<file path="src/rtl/irqc_pkg.sv">
package irqc_pkg;

    typedef enum logic [1:0] {
        AL_WRITE = 2'd0,
        AL_SET   = 2'd1,
        AL_CLR   = 2'd2,
        AL_TOG   = 2'd3
    } irqc_alias_e;

    typedef enum logic {
        ST_IDLE   = 1'b0,
        ST_SIGNAL = 1'b1
    } irqc_state_e;

    // register block index = byte address [8:4]
    localparam int IDX_VECTOR  = 0;
    localparam int IDX_LVLACK  = 1;
    localparam int IDX_CTRL    = 2;
    localparam int IDX_STAT    = 3;
    localparam int IDX_RAW0    = 4;
    localparam int IDX_CFG0    = 6;
    localparam int IDX_VBASE   = 22;
    localparam int IDX_CLR0    = 29;
    localparam int IDX_SCRATCH = 31;

    localparam int CTRL_GEN_EN   = 16;
    localparam int CTRL_RSE      = 18;
    localparam int CTRL_NEST_OFF = 19;

    function automatic logic [31:0] alias_apply(irqc_alias_e al,
                                                logic [31:0] old,
                                                logic [31:0] d);
        logic [31:0] r;
        unique case (al)
            AL_WRITE: r = d;
            AL_SET:   r = old | d;
            AL_CLR:   r = old & ~d;
            AL_TOG:   r = old ^ d;
            default:  r = old;
        endcase
        return r;
    endfunction

endpackage

</file>
<file path="src/rtl/irqc_regs.sv">
module irqc_regs
    import irqc_pkg::*;
#(
    parameter int NSRC  = 64,
    parameter int LVL_W = 2,
    parameter int ID_W  = 6
) (
    input  logic                         clk,
    input  logic                         rst_n,
    input  logic                         bus_sel,
    input  logic                         bus_wr,
    input  logic [8:0]                   bus_addr,
    input  logic [31:0]                  bus_wdata,
    output logic [31:0]                  bus_rdata,
    input  logic [NSRC-1:0]              irq_src,
    input  logic [31:0]                  vec_value,
    input  logic [ID_W-1:0]              cur_id,
    input  logic [(1<<LVL_W)-1:0]        inservice,
    output logic [NSRC-1:0][LVL_W-1:0]   src_prio,
    output logic [NSRC-1:0]              src_en,
    output logic [NSRC-1:0]              src_soft,
    output logic                         gen_en,
    output logic                         nest_off,
    output logic                         rse_mode,
    output logic [31:0]                  vbase,
    output logic                         vec_wr,
    output logic                         vec_rd,
    output logic                         lvlack_wr,
    output logic [(1<<LVL_W)-1:0]        lvlack_bits
);
    localparam int NLVL   = 1 << LVL_W;
    localparam int NCFG   = NSRC / 4;
    localparam int NBANK  = NSRC / 32;
    localparam int CFG_IW = $clog2(NCFG);
    localparam logic [31:0] CFG_MASK  = 32'h0F0F_0F0F;
    localparam logic [31:0] CTRL_MASK = (32'd1 << CTRL_GEN_EN) |
                                        (32'd1 << CTRL_RSE) |
                                        (32'd1 << CTRL_NEST_OFF);

    logic [4:0]        idx;
    irqc_alias_e       al;
    logic              wen;
    logic [31:0]       ctrl_q, scratch_q, vbase_q;
    logic [31:0]       cfg_q [NCFG];
    logic [31:0]       cfg_d [NCFG];
    logic [NSRC-1:0]   clr_soft;
    logic [4:0]        cfg_off;
    logic [1:0]        addr_lo_unused;

    assign idx            = bus_addr[8:4];
    assign al             = irqc_alias_e'(bus_addr[3:2]);
    assign addr_lo_unused = bus_addr[1:0];
    assign wen            = bus_sel & bus_wr;

    assign vec_wr      = wen && (idx == 5'(IDX_VECTOR));
    assign vec_rd      = bus_sel && !bus_wr && (idx == 5'(IDX_VECTOR));
    assign lvlack_wr   = wen && (idx == 5'(IDX_LVLACK));
    assign lvlack_bits = bus_wdata[NLVL-1:0];

    assign gen_en   = ctrl_q[CTRL_GEN_EN];
    assign rse_mode = ctrl_q[CTRL_RSE];
    assign nest_off = ctrl_q[CTRL_NEST_OFF];
    assign vbase    = vbase_q;

    // soft-trigger clear strobes from the two clear registers
    always_comb begin
        clr_soft = '0;
        for (int b = 0; b < NBANK; b++) begin
            if (wen && idx == 5'(IDX_CLR0 + b))
                clr_soft[b*32 +: 32] = bus_wdata;
        end
    end

    always_comb begin
        for (int i = 0; i < NCFG; i++) begin
            cfg_d[i] = cfg_q[i];
            if (wen && idx == 5'(IDX_CFG0 + i))
                cfg_d[i] = alias_apply(al, cfg_q[i], bus_wdata) & CFG_MASK;
            for (int k = 0; k < 4; k++) begin
                if (clr_soft[4*i + k])
                    cfg_d[i][8*k + 3] = 1'b0;
            end
        end
    end

    always_ff @(posedge clk or negedge rst_n) begin
        if (!rst_n) begin
            ctrl_q    <= '0;
            scratch_q <= '0;
            vbase_q   <= '0;
            for (int i = 0; i < NCFG; i++) cfg_q[i] <= '0;
        end else begin
            for (int i = 0; i < NCFG; i++) cfg_q[i] <= cfg_d[i];
            if (wen && idx == 5'(IDX_CTRL))
                ctrl_q <= alias_apply(al, ctrl_q, bus_wdata) & CTRL_MASK;
            if (wen && idx == 5'(IDX_VBASE))
                vbase_q <= alias_apply(al, vbase_q, bus_wdata) & 32'hFFFF_FFFC;
            if (wen && idx == 5'(IDX_SCRATCH))
                scratch_q <= alias_apply(al, scratch_q, bus_wdata);
        end
    end

    // per-source fields unpacked from the byte lanes
    for (genvar s = 0; s < NSRC; s++) begin : g_src
        assign src_prio[s] = cfg_q[s/4][8*(s%4) +: LVL_W];
        assign src_en[s]   = cfg_q[s/4][8*(s%4) + 2];
        assign src_soft[s] = cfg_q[s/4][8*(s%4) + 3];
    end

    assign cfg_off = idx - 5'(IDX_CFG0);

    always_comb begin
        bus_rdata = '0;
        if (idx == 5'(IDX_VECTOR))       bus_rdata = vec_value;
        else if (idx == 5'(IDX_LVLACK))  bus_rdata = 32'(inservice);
        else if (idx == 5'(IDX_CTRL))    bus_rdata = ctrl_q;
        else if (idx == 5'(IDX_STAT))    bus_rdata = 32'(cur_id);
        else if (idx == 5'(IDX_VBASE))   bus_rdata = vbase_q;
        else if (idx == 5'(IDX_SCRATCH)) bus_rdata = scratch_q;
        else if (idx >= 5'(IDX_CFG0) && idx < 5'(IDX_CFG0 + NCFG))
            bus_rdata = cfg_q[cfg_off[CFG_IW-1:0]];
        for (int b = 0; b < NBANK; b++) begin
            if (idx == 5'(IDX_RAW0 + b)) bus_rdata = irq_src[b*32 +: 32];
            if (idx == 5'(IDX_CLR0 + b)) bus_rdata = src_soft[b*32 +: 32];
        end
    end

endmodule

</file>
<file path="src/rtl/irqc_arbiter.sv">
module irqc_arbiter #(
    parameter int NSRC  = 64,
    parameter int LVL_W = 2,
    parameter int ID_W  = 6
) (
    input  logic [NSRC-1:0][LVL_W-1:0] src_prio,
    input  logic [NSRC-1:0]            src_en,
    input  logic [NSRC-1:0]            src_soft,
    input  logic [NSRC-1:0]            irq_src,
    output logic                       win_valid,
    output logic [ID_W-1:0]            win_id,
    output logic [LVL_W-1:0]           win_lvl
);
    logic [NSRC-1:0] pend;

    for (genvar i = 0; i < NSRC; i++) begin : g_pend
        assign pend[i] = src_en[i] & (irq_src[i] | src_soft[i]);
    end

    // ascending scan with strict compare: lowest number keeps a tie
    always_comb begin
        win_valid = 1'b0;
        win_id    = '0;
        win_lvl   = '0;
        for (int i = 0; i < NSRC; i++) begin
            if (pend[i] && (!win_valid || src_prio[i] > win_lvl)) begin
                win_valid = 1'b1;
                win_id    = ID_W'(i);
                win_lvl   = src_prio[i];
            end
        end
    end

endmodule

</file>
<file path="src/rtl/irqc_fsm.sv">
module irqc_fsm
    import irqc_pkg::*;
#(
    parameter int LVL_W = 2,
    parameter int ID_W  = 6
) (
    input  logic                    clk,
    input  logic                    rst_n,
    input  logic                    win_valid,
    input  logic [ID_W-1:0]         win_id,
    input  logic [LVL_W-1:0]        win_lvl,
    input  logic                    gen_en,
    input  logic                    nest_off,
    input  logic                    rse_mode,
    input  logic                    vec_wr,
    input  logic                    vec_rd,
    input  logic                    lvlack_wr,
    input  logic [(1<<LVL_W)-1:0]   lvlack_bits,
    output logic                    irq_out,
    output logic                    enter,
    output logic [ID_W-1:0]         cur_id,
    output logic [(1<<LVL_W)-1:0]   inservice
);
    localparam int NLVL = 1 << LVL_W;

    irqc_state_e        state_q, state_d;
    logic [ID_W-1:0]    held_id;
    logic [LVL_W-1:0]   held_lvl;
    logic [LVL_W-1:0]   hi_lvl;
    logic               eligible;
    logic [NLVL-1:0]    ack_mask, enter_mask;

    always_comb begin
        hi_lvl = '0;
        for (int l = 0; l < NLVL; l++) begin
            if (inservice[l]) hi_lvl = LVL_W'(l);
        end
    end

    assign eligible = gen_en && win_valid &&
                      ((inservice == '0) || (!nest_off && win_lvl > hi_lvl));

    assign enter = (state_q == ST_SIGNAL) && (rse_mode ? vec_rd : vec_wr);

    // next-state: raise / enter / withdraw
    always_comb begin
        state_d = state_q;
        unique case (state_q)
            ST_IDLE:   if (eligible) state_d = ST_SIGNAL;
            ST_SIGNAL: if (enter || !gen_en) state_d = ST_IDLE;
            default:   state_d = ST_IDLE;
        endcase
    end

    // state register with held selection and in-service levels
    always_ff @(posedge clk or negedge rst_n) begin
        if (!rst_n) begin
            state_q   <= ST_IDLE;
            held_id   <= '0;
            held_lvl  <= '0;
            inservice <= '0;
        end else begin
            state_q   <= state_d;
            inservice <= (inservice & ~ack_mask) | enter_mask;
            if (state_q == ST_IDLE && eligible) begin
                held_id  <= win_id;
                held_lvl <= win_lvl;
            end
        end
    end

    assign ack_mask   = lvlack_wr ? lvlack_bits : '0;
    assign enter_mask = enter ? (NLVL'(1) << held_lvl) : '0;

    // outputs
    always_comb begin
        unique case (state_q)
            ST_SIGNAL: begin
                irq_out = 1'b1;
                cur_id  = held_id;
            end
            default: begin
                irq_out = 1'b0;
                cur_id  = win_valid ? win_id : '0;
            end
        endcase
    end

endmodule

</file>
<file path="src/rtl/irq_collector.sv">
module irq_collector
    import irqc_pkg::*;
#(
    parameter int NSRC  = 64,
    parameter int LVL_W = 2
) (
    input  logic              clk,
    input  logic              rst_n,
    input  logic              bus_sel,
    input  logic              bus_wr,
    input  logic [8:0]        bus_addr,
    input  logic [31:0]       bus_wdata,
    output logic [31:0]       bus_rdata,
    input  logic [NSRC-1:0]   irq_src,
    output logic              irq_out
);
    localparam int ID_W = $clog2(NSRC);
    localparam int NLVL = 1 << LVL_W;

    logic [NSRC-1:0][LVL_W-1:0] src_prio;
    logic [NSRC-1:0]            src_en, src_soft;
    logic                       gen_en, nest_off, rse_mode;
    logic [31:0]                vbase, vec_value;
    logic                       vec_wr, vec_rd, lvlack_wr, enter;
    logic [NLVL-1:0]            lvlack_bits, inservice;
    logic                       win_valid;
    logic [ID_W-1:0]            win_id, cur_id;
    logic [LVL_W-1:0]           win_lvl;

    assign vec_value = {vbase[31:2], 2'b00} + {{(30-ID_W){1'b0}}, cur_id, 2'b00};

    irqc_regs #(.NSRC(NSRC), .LVL_W(LVL_W), .ID_W(ID_W)) u_regs (
        .clk(clk), .rst_n(rst_n),
        .bus_sel(bus_sel), .bus_wr(bus_wr), .bus_addr(bus_addr),
        .bus_wdata(bus_wdata), .bus_rdata(bus_rdata),
        .irq_src(irq_src), .vec_value(vec_value), .cur_id(cur_id),
        .inservice(inservice),
        .src_prio(src_prio), .src_en(src_en), .src_soft(src_soft),
        .gen_en(gen_en), .nest_off(nest_off), .rse_mode(rse_mode),
        .vbase(vbase), .vec_wr(vec_wr), .vec_rd(vec_rd),
        .lvlack_wr(lvlack_wr), .lvlack_bits(lvlack_bits)
    );

    irqc_arbiter #(.NSRC(NSRC), .LVL_W(LVL_W), .ID_W(ID_W)) u_arb (
        .src_prio(src_prio), .src_en(src_en), .src_soft(src_soft),
        .irq_src(irq_src),
        .win_valid(win_valid), .win_id(win_id), .win_lvl(win_lvl)
    );

    irqc_fsm #(.LVL_W(LVL_W), .ID_W(ID_W)) u_fsm (
        .clk(clk), .rst_n(rst_n),
        .win_valid(win_valid), .win_id(win_id), .win_lvl(win_lvl),
        .gen_en(gen_en), .nest_off(nest_off), .rse_mode(rse_mode),
        .vec_wr(vec_wr), .vec_rd(vec_rd),
        .lvlack_wr(lvlack_wr), .lvlack_bits(lvlack_bits),
        .irq_out(irq_out), .enter(enter), .cur_id(cur_id),
        .inservice(inservice)
    );

endmodule

</file>
<file path="config.mk">
export PLATFORM = sky130hd
export DESIGN_NAME = irq_collector
export DESIGN_NICKNAME = d
export VERILOG_FILES = /design/src/rtl/irqc_pkg.sv /design/src/rtl/irqc_regs.sv /design/src/rtl/irqc_arbiter.sv /design/src/rtl/irqc_fsm.sv /design/src/rtl/irq_collector.sv
export SDC_FILE = /design/constraint.sdc
export NUM_CORES = 2
export LEC_CHECK = 0
export ABC_CLOCK_PERIOD_IN_PS = 180000
export CORE_MARGIN = 3
export CORE_UTILIZATION = 50
export DETAILED_ROUTE_END_ITERATION = 8
export PLACE_DENSITY_LB_ADDON = 0.2
export SYNTH_ARGS = -nofsm -noshare
export SYNTH_HDL_FRONTEND = slang
export SYNTH_SLANG_ARGS = --single-unit
</file>
<file path="constraint.sdc">
create_clock -name clk -period 180 [get_ports clk]
set_input_delay 36 -clock clk [delete_from_list [all_inputs] [get_ports clk]]
set_output_delay 36 -clock clk [all_outputs]
set_load 0.02 [all_outputs]
</file>
; Word level (Yosys, flattened, before mapping)
; Index checks and enable logic that the tools add are counted.
; W data, S select, Z words.
[classes]
order_cmp = 67
bitwise = 192
mux = 318
n_mul = 0
n_shift = 1
eq_ne = 28
n_addsub = 2
div_mod_pow = 0
n_reduce_logical = 292
[ops]
columns = operator, count
row1 = $pmux W28 S4, 16
row2 = $mux W32, 15
row3 = $and A28 B28 Y28, 16
row4 = $mux W28, 16
row5 = $or A28 B28 Y28, 16
row6 = $xor A28 B28 Y28, 16
row7 = $pmux W32 S4, 2
row8 = $mux W6, 34
row9 = $mux W2, 68
row10 = $mux W1, 134
row11 = $bmux W32 S4, 1
row12 = $gt A2 B2 Y1, 64
row13 = $reduce_bool A2 Y1, 64
row14 = $logic_and A1 B1 Y1, 94
row15 = $mux W5, 16
row16 = $pmux W20 S4, 1
row17 = $logic_not A1 Y1, 66
row18 = $and A1 B1 Y1, 65
row19 = $logic_or A1 B1 Y1, 65
row20 = $and A32 B32 Y32, 2
row21 = $or A1 B1 Y1, 64
row22 = $or A32 B32 Y32, 2
row23 = $xor A32 B32 Y32, 2
row24 = $eq A5 B5 Y1 const B, 10
row25 = 27 further kinds, 51
[word_totals]
mem_count = 0
output_inout_bits = 33
romBits = 0
register_bits = 334
in_bits = 109
wordCells = 987
latchBits = 0
mem_bits_rw = 0

; Longest topological paths before layout
[logic_depth]
ltp_word = 265
depth_mapped = 454

; By module
; A second synthesis with hierarchy kept.
[hier_totals]
cells_unflattened = 4837
hier_area_um2 = 41768.8
[by_module_without_submodules]
columns = mod, instances, cells_each, area_each_um2
row1 = irqc_regs, 1, 3609, 33490.9
row2 = irqc_arbiter, 1, 1067, 6847.8
row3 = irq_collector, 1, 102, 767.0
row4 = irqc_fsm, 1, 59, 663.1

; Worst setup path before layout
; Ideal clock, no wire load.
[synth_path]
path_kind = in2out
start = input irq_src[0]
end = output bus_rdata[31]
required_ps = 144000
n_path_buf = 2
slack_ps = 31052
arrival_ps = 112948
path_stages = 426
cell_sequence = o21a_2 > and2_1 > ha_1 > nand2_1 > o21ai_0 > a21boi_0 > a22oi_1 > ha_1 > nor2b_1 > a2bb2oi_1 > o21a_1 > a221oi_2 > a21o_1 > ha_1 > nor2b_1 > o211ai_1 > o41ai_2 > nor2_1 > [390 not listed] > a31oi_1 > nor2_1 > nor2b_1 > nand2_1 > or2_1 > or3_1 > a22o_1 > ha_1 > nor2b_1 > nor2_1 > nor2_1 > nand2_1 > nor4_1 > and3_1 > and3_1 > nand3_1 > xnor2_1 > o2111ai_1
[synth_between]
elab_chain_len = 263
elab_cells_between_ends = 452
classes_between = 1 x add/sub / 63 x order compare / 197 x mux / 2 x bitwise / 189 x reduce/logical
[synth_rtl]
columns = item, line
row1 = start: declaration, irq_collector.sv:14  ; input logic [NSRC-1:0] irq_src,
row2 = $or A1 B1 Y1 (*), irqc_arbiter.sv:17  ; assign pend[i] = src_en[i] & (irq_src[i] | src_soft[i]);
row3 = $and A1 B1 Y1 (*), irqc_arbiter.sv:17
row4 = $mux W2 / $mux W1 (equally long branches), irqc_arbiter.sv:26  ; if (pend[i] && (!win_valid || src_prio[i] > win_lvl)) begin
row5 = $gt A2 B2 Y1 / $logic_not A1 Y1 (equally long branches), irqc_arbiter.sv:26
row6 = $logic_or A1 B1 Y1, irqc_arbiter.sv:26
row7 = $logic_and A1 B1 Y1, irqc_arbiter.sv:26
row8 = $mux W2 / $mux W1 (equally long branches), irqc_arbiter.sv:26
row9 = $gt A2 B2 Y1 / $logic_not A1 Y1 (equally long branches), irqc_arbiter.sv:26
row10 = [247 not listed], -
row11 = $mux W6 (*), irqc_fsm.sv:84  ; cur_id = win_valid ? win_id : '0;
row12 = $mux W6 (*), irqc_fsm.sv:77  ; unique case (state_q)
row13 = $add A32 B8 Y32 (*), irq_collector.sv:30  ; assign vec_value = {vbase[31:2], 2'b00} + {{(30-ID_W){1'b0}}, cur_id, 2'b00};
row14 = $mux W32 (*), irqc_regs.sv:114  ; if (idx == 5'(IDX_VECTOR)) bus_rdata = vec_value;
row15 = $mux W32 (*), irqc_regs.sv:123  ; if (idx == 5'(IDX_RAW0 + b)) bus_rdata = irq_src[b*32 +: 32];
row16 = $mux W32 (*), irqc_regs.sv:124  ; if (idx == 5'(IDX_CLR0 + b)) bus_rdata = src_soft[b*32 +: 32];
row17 = $mux W32 (*), irqc_regs.sv:123
row18 = $mux W32 (*), irqc_regs.sv:124
row19 = end: declaration, irq_collector.sv:13  ; output logic [31:0] bus_rdata,
; Mark *: on every way between the ends. The rest lies on a longest branch, timed or not.

; Worst setup path in the final report
[layout_path]
start = input irq_src[0]
end = output bus_rdata[26]
; The elaborated chain is that of the path after synthesis.

==> summary.log <==
INFO  clock_tree     clock_tree.root_cell=sky130_fd_sc_hd__clkbuf_16
INFO  timing         layout_setup_ws=13,070ps
INFO  clock_tree     post_cts_buffers=0
INFO  route          detail_route.vias_per_cell=6.57
INFO  timing         worstMarginPinSlew=1670ps
INFO  outcome        violations=max-capacitance violations, max-slew violations
INFO  global_routing antenna_found_initial=13
INFO  floorplan      core=79,800squm
INFO  route          postRouteAntennaNets=0
INFO  logic_synthesis synth_warnings=0
INFO  clock_tree     h-tree-depth=2
INFO  worst_setup_path cp_max_stage_cell=sky130_fd_sc_hd__o21ai_0
INFO  cells_and_area drive_gt1_share=6.78%
INFO  clock_tree     clock-sinks=334
INFO  timing         finalWorstPathRequiredPeriod=166,930ps
INFO  floorplan      die_area=84,900squm
INFO  floorplan      dieWidth=291microns
INFO  logic_synthesis synth.avg_cell_area=7.59squm
INFO  worst_setup_path startpoint_to_endpoint_class_of_the_critical_path=primary input to primary output
INFO  cells_and_area layout.cell_area.non_filler=44,600squm
INFO  timing         report.final.setup_viol=0
INFO  logic_synthesis synth_area_leader_cell=sky130_fd_sc_hd__ha_1
INFO  logic_synthesis async_flop_share=100%
INFO  worst_setup_path critPathLaunch=irq_src[0]
INFO  clock_tree     clk_pin_slew_worst_paths=60ps
INFO  placed_design  gp_routability_congestion=1.06
INFO  logic_synthesis post-synth-top-count-cell=sky130_fd_sc_hd__a21oi_1
INFO  route          drt-initial-drc-count=5,771
INFO  route          detailroute.via_count=42,079
INFO  logic_synthesis synth-edff-count=0
INFO  timing         total_count_of_max_transition_violations_in_the_final_report=26
INFO  global_routing first_pass_grt_wire_length=248mm
INFO  floorplan      rows=103
INFO  clock_tree     tritoncts=yes
INFO  logic_synthesis ys_dominant_reg_cell=sky130_fd_sc_hd__dfrtp_1
INFO  logic_synthesis yosysSeqAreaShare=20.5%
INFO  clock_tree     insertion_delay=620ps
INFO  route          remaining_drc_errors=0
INFO  placed_design  dpl_worst_slack=15,450ps
INFO  global_routing pin_count_of_the_biggest_net_entering_global_routing=202
INFO  worst_setup_path startpoint_type=primary input
INFO  clock_tree     cts.hold.buffers_added=0
INFO  logic_synthesis synth_top_cells_by_area=sky130_fd_sc_hd__ha_1 (22%), sky130_fd_sc_hd__dfrtp_1 (21%), sky130_fd_sc_hd__a21oi_1 (9.4%)
INFO  timing         slew_hr=-11.5%
INFO  clock_tree     cts.repair.resized=0
INFO  placed_design  io_buffers=139
INFO  route          wl_per_cell=26.5microns
INFO  global_routing vias_in_the_first_global_route=37,183
INFO  worst_setup_path crit_path_frequent_cell=sky130_fd_sc_hd__nor2_1
INFO  flow_run       max-cap-violations=2
INFO  worst_hold_path hp-class=flop to flop
INFO  timing         finalHoldViolations=0
INFO  logic_synthesis ys_top_cells_by_count=sky130_fd_sc_hd__a21oi_1 (764), sky130_fd_sc_hd__ha_1 (721), sky130_fd_sc_hd__nor2_1 (664)
INFO  logic_synthesis synth_area=40,700squm
INFO  clock_tree     numCtsBuffers=46
INFO  placed_design  dp_hpwl=123mm
INFO  floorplan      die_span_y=291microns
INFO  timing         finalCritPeriodShare=92.7%
INFO  logic_synthesis synth-seq-cells=334
INFO  worst_hold_path hold_path.startpoint=u_fsm.held_id[0]$_DFFE_PN0P_
INFO  floorplan      effective_utilization_at_floorplan=51.0%
INFO  timing         timing.clock.skew=25.4ps
INFO  cells_and_area final.fill_count=7,471
INFO  logic_synthesis number_of_cells_produced_by_synthesis=5,360
INFO  worst_setup_path cp_data_required_time=144,000ps
INFO  cells_and_area final_net_count=6,149
INFO  outcome        result_of_the_run=complete, but fails checks
INFO  route          drt_first_pass_iters=7
INFO  global_routing track_usage=38.5%
INFO  logic_synthesis syn-num-nets=6,191
INFO  timing         rsz0062_at_grt=no
INFO  global_routing grt-ovfl-total=0
INFO  placed_design  postPlaceCellArea=43,100squm
INFO  worst_setup_path worst_r2r_startpoint=u_regs.src_soft[0]$_DFFE_PN0P_
INFO  worst_setup_path crit_arrival=130,930ps
INFO  cells_and_area areaGrowthSynthToFinish=9.53%
INFO  timing         fmax=5.99MHz
INFO  logic_synthesis synth.distinct_cells=101
INFO  route          route.final.wire_length=170mm
INFO  worst_setup_path timing.critical_path.slowest_cell_delay=890ps
INFO  worst_setup_path cp-end-kind=primary output
INFO  clock_tree     clock_path_buffers=3
INFO  timing         setup_tns=0ps
INFO  floorplan      io_pins=142
INFO  worst_setup_path worstPathMaxFanout=11
INFO  logic_synthesis netlist.area_leader.share=22.2%
==> final timing paths <==
path | depth (start not counted) | slack, ps | endpoint
setup / recovery | 427 | 13070 | bus_rdata[26]
hold / removal | 2 | 490 | u_fsm.held_id[0]$_DFFE_PN0P_
setup reg to reg | 417 | 88350 | u_fsm.held_lvl[1]$_DFFE_PN0P_
hold reg to reg | 2 | 490 | u_fsm.held_id[0]$_DFFE_PN0P_
max in group asynchronous | 2 | 143110 | u_regs.src_prio[60]$_DFFE_PN0P_
min in group asynchronous | 1 | 35380 | u_regs.scratch_q[22]$_DFFE_PN0P_
==> critical path, delay by kind of cell <==
kind,cells,cell delay (ps)
AO/OA/AOI/OAI,168,40200
adder cells (fa/ha/maj),75,21560
buffers and inverters,9,1800
multiplexers,13,4490
AND/OR/NAND/NOR,162,26740
==> routing by layer <==
| layer | track usage [%] | up-vias | part of all wire (%) |
|---|---|---|---|
| li1 | - | 19145 | - |
| met5 | 0 | - | 0.039 |
| met1 | 51.7 | 19968 | 40 |
| met2 | 55.5 | 2440 | 41 |
| met3 | 10.1 | 516 | 12 |
| met4 | 22.7 | 10 | 7.2 |
==> sequential cells by signal, indices dropped and copies added (netlist names) <==
name              cells
u_fsm.held_id         6
u_regs.vbase         30
u_regs.src_en        64
u_regs.src_soft      64
u_regs.scratch_q     32
u_regs.ctrl_q         3
u_fsm.state_q         1
u_regs.src_prio     128
u_fsm.inservice       4
u_fsm.held_lvl        2
==> kinds of logic after synthesis <==
logic type / count (synthesis) / share of synthesized area, %
and+or+nand+nor: 1599 / 17.1
muxes: 103 / 5.08
buffers and inverters: 697 / 6.45
AOI/OAI and AO/OA: 1877 / 28.0
DFF: 334 / 20.5
xor gates and xnor gates: 17 / 0.366
adders and majority gates: 733 / 22.5
==> area by class of cell <==
type	instances	area, sq um	share of cell area, %
Multi-Input combinational cell	4329	29800	66.9
Sequential cell	334	8360	18.7
Timing Repair Buffer	232	2120	4.77
Inverter	375	1410	3.16
Clock buffer	64	1340	3.00
Tap cell	1050	1310	2.95
Clock inverter	17	184	0.413
Antenna cell	4	10.0	0.0225
==> through the flow <==
step                      util [%]  hold WS [ps]  cells
final                         55.9           487   6405
after global routing          55.9           525   6401
after CTS                     55.9           490   6401
after detailed placement      54.0           470   6320
after global placement        54.0           462   6320
after floorplan                  -           446   5360
==> placed cells by master, fill, tap and decap left out, types with 14 or more instances in the layout <==
cell type and count:
sky130_fd_sc_hd__nand4_1 15, sky130_fd_sc_hd__o22ai_1 14, sky130_fd_sc_hd__a211oi_1 203, sky130_fd_sc_hd__buf_4 93, sky130_fd_sc_hd__a22oi_1 65, sky130_fd_sc_hd__o21ai_0 469, sky130_fd_sc_hd__a21o_1 27, sky130_fd_sc_hd__o211ai_1 47
sky130_fd_sc_hd__nor2_2 27, sky130_fd_sc_hd__nand2b_1 14, sky130_fd_sc_hd__nor2_1 636, sky130_fd_sc_hd__mux4_2 80, sky130_fd_sc_hd__clkbuf_16 46, sky130_fd_sc_hd__inv_1 367, sky130_fd_sc_hd__mux2_2 15, sky130_fd_sc_hd__nor3_1 146
sky130_fd_sc_hd__and3_1 22, sky130_fd_sc_hd__clkdlybuf4s50_1 134, sky130_fd_sc_hd__a221oi_1 57, sky130_fd_sc_hd__nand2_1 482, sky130_fd_sc_hd__dfrtp_1 334, sky130_fd_sc_hd__and2_1 19, sky130_fd_sc_hd__a31oi_1 19, sky130_fd_sc_hd__ha_1 721
sky130_fd_sc_hd__a21oi_1 764, sky130_fd_sc_hd__o21a_1 30, sky130_fd_sc_hd__xnor2_1 14, sky130_fd_sc_hd__nand3_1 55, sky130_fd_sc_hd__nor2b_1 112
Power is left out: the tool's default activity adds up to more than one toggle a clock period on the data nets, which glitch-free logic cannot reach.
